`config.mk`:
```
export PLATFORM = sky130hd
export DESIGN_NAME = minDeltaFilter
export DESIGN_NICKNAME = d
export VERILOG_FILES = /design/src/rtl/minDeltaPkg.sv /design/src/rtl/minDeltaCtl.sv /design/src/rtl/minDeltaPath.sv /design/src/rtl/minDeltaFilter.sv
export SDC_FILE = /design/constraint.sdc
export NUM_CORES = 1
export LEC_CHECK = 0
export BUFFER_PORTS_ARGS = -buffer_cell sky130_fd_sc_hd__buf_2
export CORE_ASPECT_RATIO = 1.75
export CORE_MARGIN = 4
export CORE_UTILIZATION = 55
export CTS_BUF_LIST = sky130_fd_sc_hd__clkbuf_16
export DETAILED_ROUTE_END_ITERATION = 10
export GPL_ROUTABILITY_DRIVEN = 1
export PLACE_DENSITY_LB_ADDON = 0.12
export SLEW_MARGIN = 20
export SYNTH_ARGS = -nofsm -noshare
export SYNTH_HDL_FRONTEND = slang
export SYNTH_SLANG_ARGS = --single-unit
```
`constraint.sdc`:
```
create_clock -name clk -period 11.7 [get_ports clk]
set_input_delay 1.17 -clock clk [delete_from_list [all_inputs] [get_ports clk]]
set_output_delay 1.17 -clock clk [all_outputs]
set_load 0.01 [all_outputs]
```
`src/rtl/minDeltaPkg.sv`:
```
package minDeltaPkg;
  // Strobes from control to datapath
  typedef struct packed {
    logic init;  // clear per-axis state at burst start
    logic step;  // consume one sample pair
  } ctlStrobe_t;

  typedef enum logic [1:0] {
    S_IDLE = 2'd0,
    S_RUN  = 2'd1,
    S_DONE = 2'd2
  } ctlState_t;
endpackage

```
`src/rtl/minDeltaCtl.sv`:
```
module minDeltaCtl
  import minDeltaPkg::*;
#(
  parameter int CNT_W = 8
) (
  input  logic             clk,
  input  logic             rstN,
  input  logic             start,
  input  logic [CNT_W-1:0] entryCount,
  output ctlStrobe_t       ctl,
  output logic             pop,
  output logic             busy,
  output logic             outValid
);
  ctlState_t        state;
  logic [CNT_W-1:0] remaining;
  logic [CNT_W-1:0] pairs;

  // last FIFO entry is reserved for a later stage
  assign pairs = (entryCount == '0) ? '0 : entryCount - 1'b1;

  always_ff @(posedge clk) begin
    if (!rstN) begin
      state     <= S_IDLE;
      remaining <= '0;
    end else begin
      unique case (state)
        S_IDLE: begin
          if (start) begin
            remaining <= pairs;
            state     <= (pairs == '0) ? S_DONE : S_RUN;
          end
        end
        S_RUN: begin
          remaining <= remaining - 1'b1;
          if (remaining == {{(CNT_W-1){1'b0}}, 1'b1}) state <= S_DONE;
        end
        S_DONE:  state <= S_IDLE;
        default: state <= S_IDLE;
      endcase
    end
  end

  always_comb begin
    ctl.init = (state == S_IDLE) && start;
    ctl.step = (state == S_RUN);
  end

  assign pop      = (state == S_RUN);
  assign busy     = (state != S_IDLE);
  assign outValid = (state == S_DONE);
endmodule

```
`src/rtl/minDeltaPath.sv`:
```
module minDeltaPath
  import minDeltaPkg::*;
#(
  parameter int WORD_W = 32,
  parameter int SAMP_W = 12
) (
  input  logic              clk,
  input  logic              rstN,
  input  ctlStrobe_t        ctl,
  input  logic [WORD_W-1:0] xWord,
  input  logic [WORD_W-1:0] yWord,
  output logic [SAMP_W-1:0] outX,
  output logic [SAMP_W-1:0] outY
);
  localparam int DIFF_W = SAMP_W + 1;
  localparam int AXES   = 2;

  logic [AXES-1:0][WORD_W-1:0] words;
  logic [AXES-1:0][SAMP_W-1:0] chosenAll;

  assign words[0] = xWord;
  assign words[1] = yWord;

  for (genvar a = 0; a < AXES; a++) begin : gAxis
    logic [SAMP_W-1:0] sample;
    logic [DIFF_W-1:0] sampleExt;
    logic [DIFF_W-1:0] prevVal;
    logic [DIFF_W-1:0] bestDiff;
    logic [DIFF_W-1:0] curDiff;
    logic [SAMP_W-1:0] chosen;
    logic              better;

    assign sample    = words[a][SAMP_W-1:0];
    assign sampleExt = {1'b0, sample};

    always_comb begin
      if (sampleExt >= prevVal) curDiff = sampleExt - prevVal;
      else                      curDiff = prevVal - sampleExt;
    end

    assign better = (curDiff < bestDiff);

    always_ff @(posedge clk) begin
      if (!rstN) begin
        prevVal  <= '1;
        bestDiff <= '1;
        chosen   <= '0;
      end else if (ctl.init) begin
        prevVal  <= '1;
        bestDiff <= '1;
        chosen   <= '0;
      end else if (ctl.step) begin
        prevVal <= sampleExt;
        if (better) begin
          bestDiff <= curDiff;
          chosen   <= sample;
        end
      end
    end

    assign chosenAll[a] = chosen;
  end

  assign outX = chosenAll[0];
  assign outY = chosenAll[1];
endmodule

```
`src/rtl/minDeltaFilter.sv`:
```
module minDeltaFilter
  import minDeltaPkg::*;
#(
  parameter int WORD_W = 32,
  parameter int SAMP_W = 12,
  parameter int CNT_W  = 8
) (
  input  logic              clk,
  input  logic              rstN,
  input  logic              start,
  input  logic [CNT_W-1:0]  entryCount,
  input  logic [WORD_W-1:0] xWord,
  input  logic [WORD_W-1:0] yWord,
  output logic              pop,
  output logic              busy,
  output logic              outValid,
  output logic [SAMP_W-1:0] outX,
  output logic [SAMP_W-1:0] outY
);
  ctlStrobe_t ctl;

  minDeltaCtl #(.CNT_W(CNT_W)) uCtl (
    .clk(clk), .rstN(rstN), .start(start), .entryCount(entryCount),
    .ctl(ctl), .pop(pop), .busy(busy), .outValid(outValid)
  );

  minDeltaPath #(.WORD_W(WORD_W), .SAMP_W(SAMP_W)) uPath (
    .clk(clk), .rstN(rstN), .ctl(ctl), .xWord(xWord), .yWord(yWord),
    .outX(outX), .outY(outY)
  );
endmodule

```
==> results of run 1 <==
-- worst min-delay path by stage --
stage                                              from                                        to  slack, ns  cells past startpoint
3_3_place_gp   uPath.gAxis[0].bestDiff[11]$_SDFFE_PP1P_  uPath.gAxis[0].bestDiff[11]$_SDFFE_PP1P_       0.44                      1
4_1_cts        uPath.gAxis[0].bestDiff[10]$_SDFFE_PP1P_  uPath.gAxis[0].bestDiff[10]$_SDFFE_PP1P_       0.47                      1
6_report       uPath.gAxis[0].bestDiff[10]$_SDFFE_PP1P_  uPath.gAxis[0].bestDiff[10]$_SDFFE_PP1P_       0.47                      1
3_5_place_dp   uPath.gAxis[0].bestDiff[10]$_SDFFE_PP1P_  uPath.gAxis[0].bestDiff[10]$_SDFFE_PP1P_       0.45                      1
2_1_floorplan  uPath.gAxis[0].bestDiff[10]$_SDFFE_PP1P_  uPath.gAxis[0].bestDiff[10]$_SDFFE_PP1P_       0.44                      1
5_1_grt         uPath.gAxis[1].bestDiff[6]$_SDFFE_PP1P_   uPath.gAxis[1].bestDiff[6]$_SDFFE_PP1P_       0.50                      2
-- layout make-up --
class	count	area share [%]
timing repair buffer	67	5.08
clock buffer	9	3.26
clock inverter	7	1.32
multi-input combinational	575	58.3
sequential	85	24.7
inverter	91	4.95
tap	132	2.39
-- stage by stage --
| step | utilization [%] | total power, µW | cell area, µm² | instances |
|---|---|---|---|---|
| after global placement | 59.3 | 611 | 6580 | 950 |
| after detailed placement | 59.3 | 621 | 6580 | 950 |
| after floorplan | - | 549 | 6230 | 790 |
| after global routing | 62.1 | 982 | 6900 | 966 |
| after CTS | 62.1 | 931 | 6900 | 966 |
| final | 62.1 | 923 | 6900 | 966 |
-- state kept, by name, indices dropped and copies added, names as in the netlist --
signal                cells
uCtl.remaining            8
uPath.outX               12
uPath.outY               12
uPath.gAxis.bestDiff     26
uCtl.state                2
uPath.gAxis.prevVal      25
-- routing by layer --
metal	track usage, %	up-vias	share of wire, %
li1	-	2797	-
met1	24.6	2572	40
met2	44.3	88	55
met3	3.15	28	2.5
met4	8.77	0	3.0
met5	0	-	0
-- synth_stat cells, drive strengths merged, types with 3 or more instances --
| cell | number | area [µm²] |
|---|---|---|
| a21o | 27 | 203 |
| nor3 | 10 | 50.1 |
| nor3b | 3 | 22.5 |
| mux2i | 32 | 320 |
| o211ai | 35 | 263 |
| a21boi | 8 | 60.1 |
| nand3 | 9 | 45.0 |
| nand2b | 6 | 37.5 |
| nor2 | 68 | 255 |
| o21a | 9 | 67.6 |
| nand4 | 5 | 31.3 |
| a31oi | 12 | 75.1 |
| fa | 4 | 80.1 |
| xor2 | 14 | 123 |
| a21oi | 59 | 303 |
| nand2 | 86 | 323 |
| xnor2 | 10 | 87.6 |
| clkbuf | 26 | 100 |
| dfxtp | 85 | 1700 |
| a211oi | 6 | 55.1 |
| and2 | 7 | 43.8 |
| a211o | 3 | 26.3 |
| nor2b | 10 | 62.6 |
| o22a | 3 | 26.3 |
| mux2 | 4 | 45.0 |
| inv | 91 | 342 |
| a2bb2oi | 3 | 32.5 |
| ha | 75 | 938 |
| buf | 13 | 67.6 |
| o21bai | 3 | 22.5 |
| and3 | 4 | 25.0 |
| o21ai | 34 | 170 |
-- worst max-delay path, stage by stage --
cell      delay, ns
buf_2          0.10
inv_1          0.05
ha_1           0.41
nand3_1        0.20
nor4_1         0.48
a211oi_2       0.14
a21oi_2        0.45
mux2_2         0.39
a31oi_1        0.18
xor2_1         0.21
inv_1          0.06
ha_1           0.28
nor2b_1        0.11
o21ai_0        0.08
nand2_1        0.06
a21o_1         0.54
buf_4          0.39
mux2i_1        0.22
nor2_1         0.06
-- kinds of logic after synthesis --
family / after synthesis
flops: 85
simple gates: 216
fa+ha+maj: 79
mux: 36
compound gates: 220
xor+xnor: 24
buf+inv: 130
-- power groups by stage --
stage | Clock (µW) | Combinational (µW) | Sequential [µW]
floorplan | 0 | 217 | 332
global route | 327 | 324 | 331
CTS | 314 | 289 | 328
global placement | 0 | 278 | 333
finish | 307 | 288 | 328
detailed placement | 0 | 286 | 334
==> flow_summary.json, run 1 <==
{
  "synth_edf_count": 0,
  "critical_path_arrival_ns": 5.61,
  "fillers": 1009,
  "multiInputGateArea_um2": 4030,
  "pre_cts_slack_ns": 5.91,
  "crit_start": "yWord[9]",
  "ys_warn_count": 0,
  "p_per_area_nw_per_um2": 134,
  "synth_nets": 944,
  "viasPerCell": 5.68,
  "p_switching_uw": 309,
  "dr_total_vias": 5485,
  "synth_fa_ha_area_share_pct": 16.3,
  "clk_path_buf_depth": 2,
  "p_leak_uw": 0.00380,
  "fin_ws_ns": 6.29,
  "vdd_drop_max_mv": 0.0881,
  "grt_max_degree": 52,
  "grt_pass1_vias": 5459,
  "wl_per_cell_um": 15.1,
  "final_nets": 983,
  "layout_common_cells": "inv_1 (92), nand2_1 (86), dfxtp_1 (85), ha_1 (75), nor2_1 (68)",
  "seq_power_share_pct": 35.5,
  "reg2reg_from": "uPath.gAxis[1].prevVal[9]$_SDFFE_PP1P_",
  "outcome": "completed",
  "synthCells": 790,
  "cts_root_buf": "clkbuf_16",
  "overflow": 0,
  "gp_congestion": 0.835,
  "slew_headroom_pct": 53.6,
  "portBuffers": 61,
  "hold_class": "flip-flop to flip-flop",
  "synth_cell_types": 60,
  "reg2reg_to": "uPath.outY[6]$_SDFFE_PP0P_",
  "hold_viol": 0,
  "muxShareOfSynthArea_pct": 5.86,
  "firstDrtPassIters": 4,
  "antenna_found_initial": 0,
  "cts_sinks": 85,
  "layout-drive-gt1-share_pct": 11.5,
  "cp-end-kind": "flip-flop",
  "yosys.area_share.xor_xnor_pct": 3.37,
  "pwr-share-comb_pct": 31.2,
  "endpoint": "uPath.outY[6]$_SDFFE_PP0P_",
  "clk_latency_ns": 0.35,
  "final_common_cell": "inv_1",
  "rows": 51,
  "reg2reg_depth": 17,
  "routed_wl_um": 14600,
  "die_h_um": 149,
  "clkPwrFrac_pct": 33.3,
  "r2r_slack_ns": 6.94,
  "ioPinCount": 102,
  "dieArea_um2": 13200,
  "whs_ns": 0.466,
  "synth.yosys.seq_area_share_pct": 27.3,
  "grt_setup_unrepaired": "false",
  "yosys.area_share.simple_pct": 15.4,
  "switching_share_pct": 33.5,
  "syn_to_final_growth_pct": 10.7,
  "clkTransAtPathRegs_ns": 0.07,
  "syn_area_um2": 6230,
  "die_w_um": 88.5,
  "worst_slew_pin_slew_ns": 0.695,
  "synth_compound_area_share_pct": 23.5,
  "period_minus_slack_ns": 5.41,
  "fmax_mhz": 185,
  "core_area_um2": 11100,
  "synth-seq-cells": 85,
  "setup_violations": 0,
  "async_flop_share_pct": 0,
  "cts_resized": 0,
  "cts_setup_buffers": 0,
  "crit_path_start_kind": "input port",
  "internal-power_uw": 614,
  "synthFlopType": "dfxtp_1",
  "cts_tree": "yes",
  "numCtsBuffers": 9,
  "cts_max_level": 3,
  "initial_core_util_pct": 56.1,
  "ant_nets": 0,
  "seq_area_um2": 1700,
  "slew_violations": 0,
  "dp_hpwl_um": 11000,
  "drt_iter0_drc": 162,
  "synth.avg_cell_area_um2": 7.89,
  "drc": 0,
  "setup_tns_ns": 0,
  "clock_skew_ns": 0.00960,
  "required_ns": 11.90,
  "synth_top_family_by_area": "compound AO/OA/AOI/OAI gates",
  "diodes": 0,
  "setup.worst_path.class": "input port to flip-flop",
  "grt_pass1_wl_um": 24500,
  "worstPathMaxFanout": 16,
  "drv_cap": 0,
  "period_share_pct": 46.2,
  "track_usage_pct": 23.1,
  "hold_buffers": 0
}
Note: power is estimated with default switching activity, not from simulation.
==> run 2: changes to the inputs <==
--- a/config.mk
+++ b/config.mk
@@ -8,7 +8,7 @@
 export BUFFER_PORTS_ARGS = -buffer_cell sky130_fd_sc_hd__buf_2
 export CORE_ASPECT_RATIO = 1.75
 export CORE_MARGIN = 4
-export CORE_UTILIZATION = 55
+export CORE_UTILIZATION = 52
 export CTS_BUF_LIST = sky130_fd_sc_hd__clkbuf_16
 export DETAILED_ROUTE_END_ITERATION = 10
 export GPL_ROUTABILITY_DRIVEN = 1
==> constraint.sdc (replaced) <==
create_clock -name clk -period 4.9 [get_ports clk]
set_input_delay 0.49 -clock clk [delete_from_list [all_inputs] [get_ports clk]]
set_output_delay 0.49 -clock clk [all_outputs]
set_load 0.01 [all_outputs]
==> run 2 against run 1 <==
Against the previous run:
- die area grew 5.3%
- clock power grew 140%
- worst setup slack lost 5.7 ns
- non-clock buffer count rose by 2
- cell count is 0.41% higher
- global-route usage fell by 1.3 points
- clock skew about the same
- sequential power increased by 140%
- critical path depth decreased by 2
- critical path type is now flip-flop to flip-flop
==> flow_summary.json, run 2 (synthesis gave the netlist of run 1 again) <==
{
  "required_ns": 5.12,
  "vdd_drop_max_mv": 0.184,
  "outcome": "completed",
  "ioPinCount": 102,
  "die_w_um": 90.8,
  "initial_core_util_pct": 53.5,
  "wl_per_cell_um": 15.5,
  "numCtsBuffers": 9,
  "crit_start": "uPath.gAxis[0].prevVal[10]$_SDFFE_PP1P_",
  "grt_pass1_vias": 5620,
  "setup_violations": 0,
  "cts_tree": "yes",
  "clkTransAtPathRegs_ns": 0.07,
  "worstPathMaxFanout": 28,
  "grt_setup_unrepaired": "false",
  "period_minus_slack_ns": 4.29,
  "setup_tns_ns": 0,
  "dp_hpwl_um": 11200,
  "grt_pass1_wl_um": 25100,
  "cts_setup_buffers": 0,
  "layout_common_cells": "inv_1 (91), nand2_1 (86), dfxtp_1 (85), ha_1 (75), nor2_1 (68)",
  "cts_root_buf": "clkbuf_16",
  "hold_viol": 0,
  "regMostFlops": "uPath.gAxis.bestDiff",
  "fillers": 1086,
  "slew_headroom_pct": 31.4,
  "clock_skew_ns": 0.00973,
  "ant_nets": 0,
  "gp_congestion": 0.867,
  "cts_sinks": 85,
  "portBuffers": 61,
  "drt-met1-wl_um": 5750,
  "finalPower_uw": 2210,
  "overflow": 0,
  "wl_met3_um": 476,
  "hold_buffers": 0,
  "worst_slew_pin_slew_ns": 1.03,
  "slew_violations": 0,
  "p_leak_uw": 0.00381,
  "firstDrtPassIters": 4,
  "routed_wl_um": 15000,
  "dr_total_vias": 5568,
  "clk_latency_ns": 0.34,
  "wl_met2_um": 8280,
  "drc": 0,
  "topRoutingLayerUsed": "met4",
  "reg2reg_from": "uPath.gAxis[0].prevVal[10]$_SDFFE_PP1P_",
  "antenna_found_initial": 0,
  "cts_max_level": 3,
  "largest_register_ffs": 26,
  "multiInputGateArea_um2": 4030,
  "drt_iter0_drc": 149,
  "final_nets": 985,
  "layout-drive-gt1-share_pct": 11.7,
  "clk_path_buf_depth": 2,
  "reg2reg_to": "uPath.gAxis[0].bestDiff[9]$_SDFFE_PP1P_",
  "pre_cts_slack_ns": 0.333,
  "critical_path_arrival_ns": 4.51,
  "seq_area_um2": 1700,
  "endpoint": "uPath.gAxis[0].bestDiff[9]$_SDFFE_PP1P_",
  "cp-end-kind": "flip-flop",
  "viasPerCell": 5.74,
  "p_per_area_nw_per_um2": 320,
  "setup.worst_path.class": "flip-flop to flip-flop",
  "hold_class": "input port to flip-flop",
  "cts_resized": 0,
  "grt_max_degree": 52,
  "final_common_cell": "inv_1",
  "track_usage_pct": 21.8,
  "crit_path_start_kind": "flip-flop",
  "diodes": 0,
  "fmax_mhz": 233,
  "die_h_um": 153,
  "rows": 52,
  "largest_registers": "uPath.gAxis.bestDiff (26), uPath.gAxis.prevVal (25)",
  "drv_cap": 0,
  "r2r_slack_ns": 0.61,
  "period_share_pct": 87.6,
  "fin_ws_ns": 0.608,
  "syn_to_final_growth_pct": 11.0,
  "dieArea_um2": 13900,
  "reg2reg_depth": 17,
  "core_area_um2": 11600
}
## run 2: metrics by stage
stage               cells  util [%]  instance area [µm²]  hold slack, ns
floorplan             790         -                 6230           0.436
global placement      955      56.7                 6600           0.444
detailed placement    955      56.7                 6600           0.452
CTS                   970      59.4                 6920           0.404
global route          970      59.4                 6920           0.427
finish                970      59.4                 6920           0.413
## run 2: where the power goes
part           switching (µW)  internal [µW]
Clock                     290            444
Combinational             415            281
Sequential               40.1            745
Total                     745           1470
## run 2: worst min-delay path by stage
stage | start | to | slack, ns | cells past startpoint
after floorplan | uPath.gAxis[0].bestDiff[10]$_SDFFE_PP1P_ | uPath.gAxis[0].bestDiff[10]$_SDFFE_PP1P_ | 0.44 | 1
after global placement | uPath.gAxis[0].bestDiff[11]$_SDFFE_PP1P_ | uPath.gAxis[0].bestDiff[11]$_SDFFE_PP1P_ | 0.44 | 1
after detailed placement | uPath.gAxis[0].bestDiff[11]$_SDFFE_PP1P_ | uPath.gAxis[0].bestDiff[11]$_SDFFE_PP1P_ | 0.45 | 1
after CTS | xWord[0] | uPath.gAxis[0].prevVal[0]$_SDFFE_PP1P_ | 0.40 | 3
after global routing | xWord[0] | uPath.gAxis[0].prevVal[0]$_SDFFE_PP1P_ | 0.43 | 3
final | xWord[0] | uPath.gAxis[0].prevVal[0]$_SDFFE_PP1P_ | 0.41 | 3
## run 2: final cells by class
cell class,instances,share of cell area (%)
tap,135,2.44
timing repair buffer,69,5.28
multi-input combinational,575,58.2
clock inverter,6,1.28
clock buffer,9,3.26
sequential,85,24.6
inverter,91,4.94
## run 2: critical path, cell delays in order, from the launching register on
cell and delay [ns]:
dfxtp_1 0.33, ha_1 0.38, a21o_1 0.23, a21oi_1 0.27, a21oi_2 0.09, a211oi_2 0.69, nor3_1 0.12, a21oi_1 0.19
xor2_1 0.25, ha_1 0.29, a21o_1 0.18, a21o_1 0.17, a21oi_1 0.15, o211ai_1 0.12, a21o_1 0.20, buf_4 0.23
o21ai_0 0.21, nand2_1 0.07
## run 2: per-layer routing
layer	global-route usage, %	up-vias
li1	-	2806
met1	21.6	2611
met2	43.3	110
met3	3.25	41
met4	9.86	0
met5	0	-
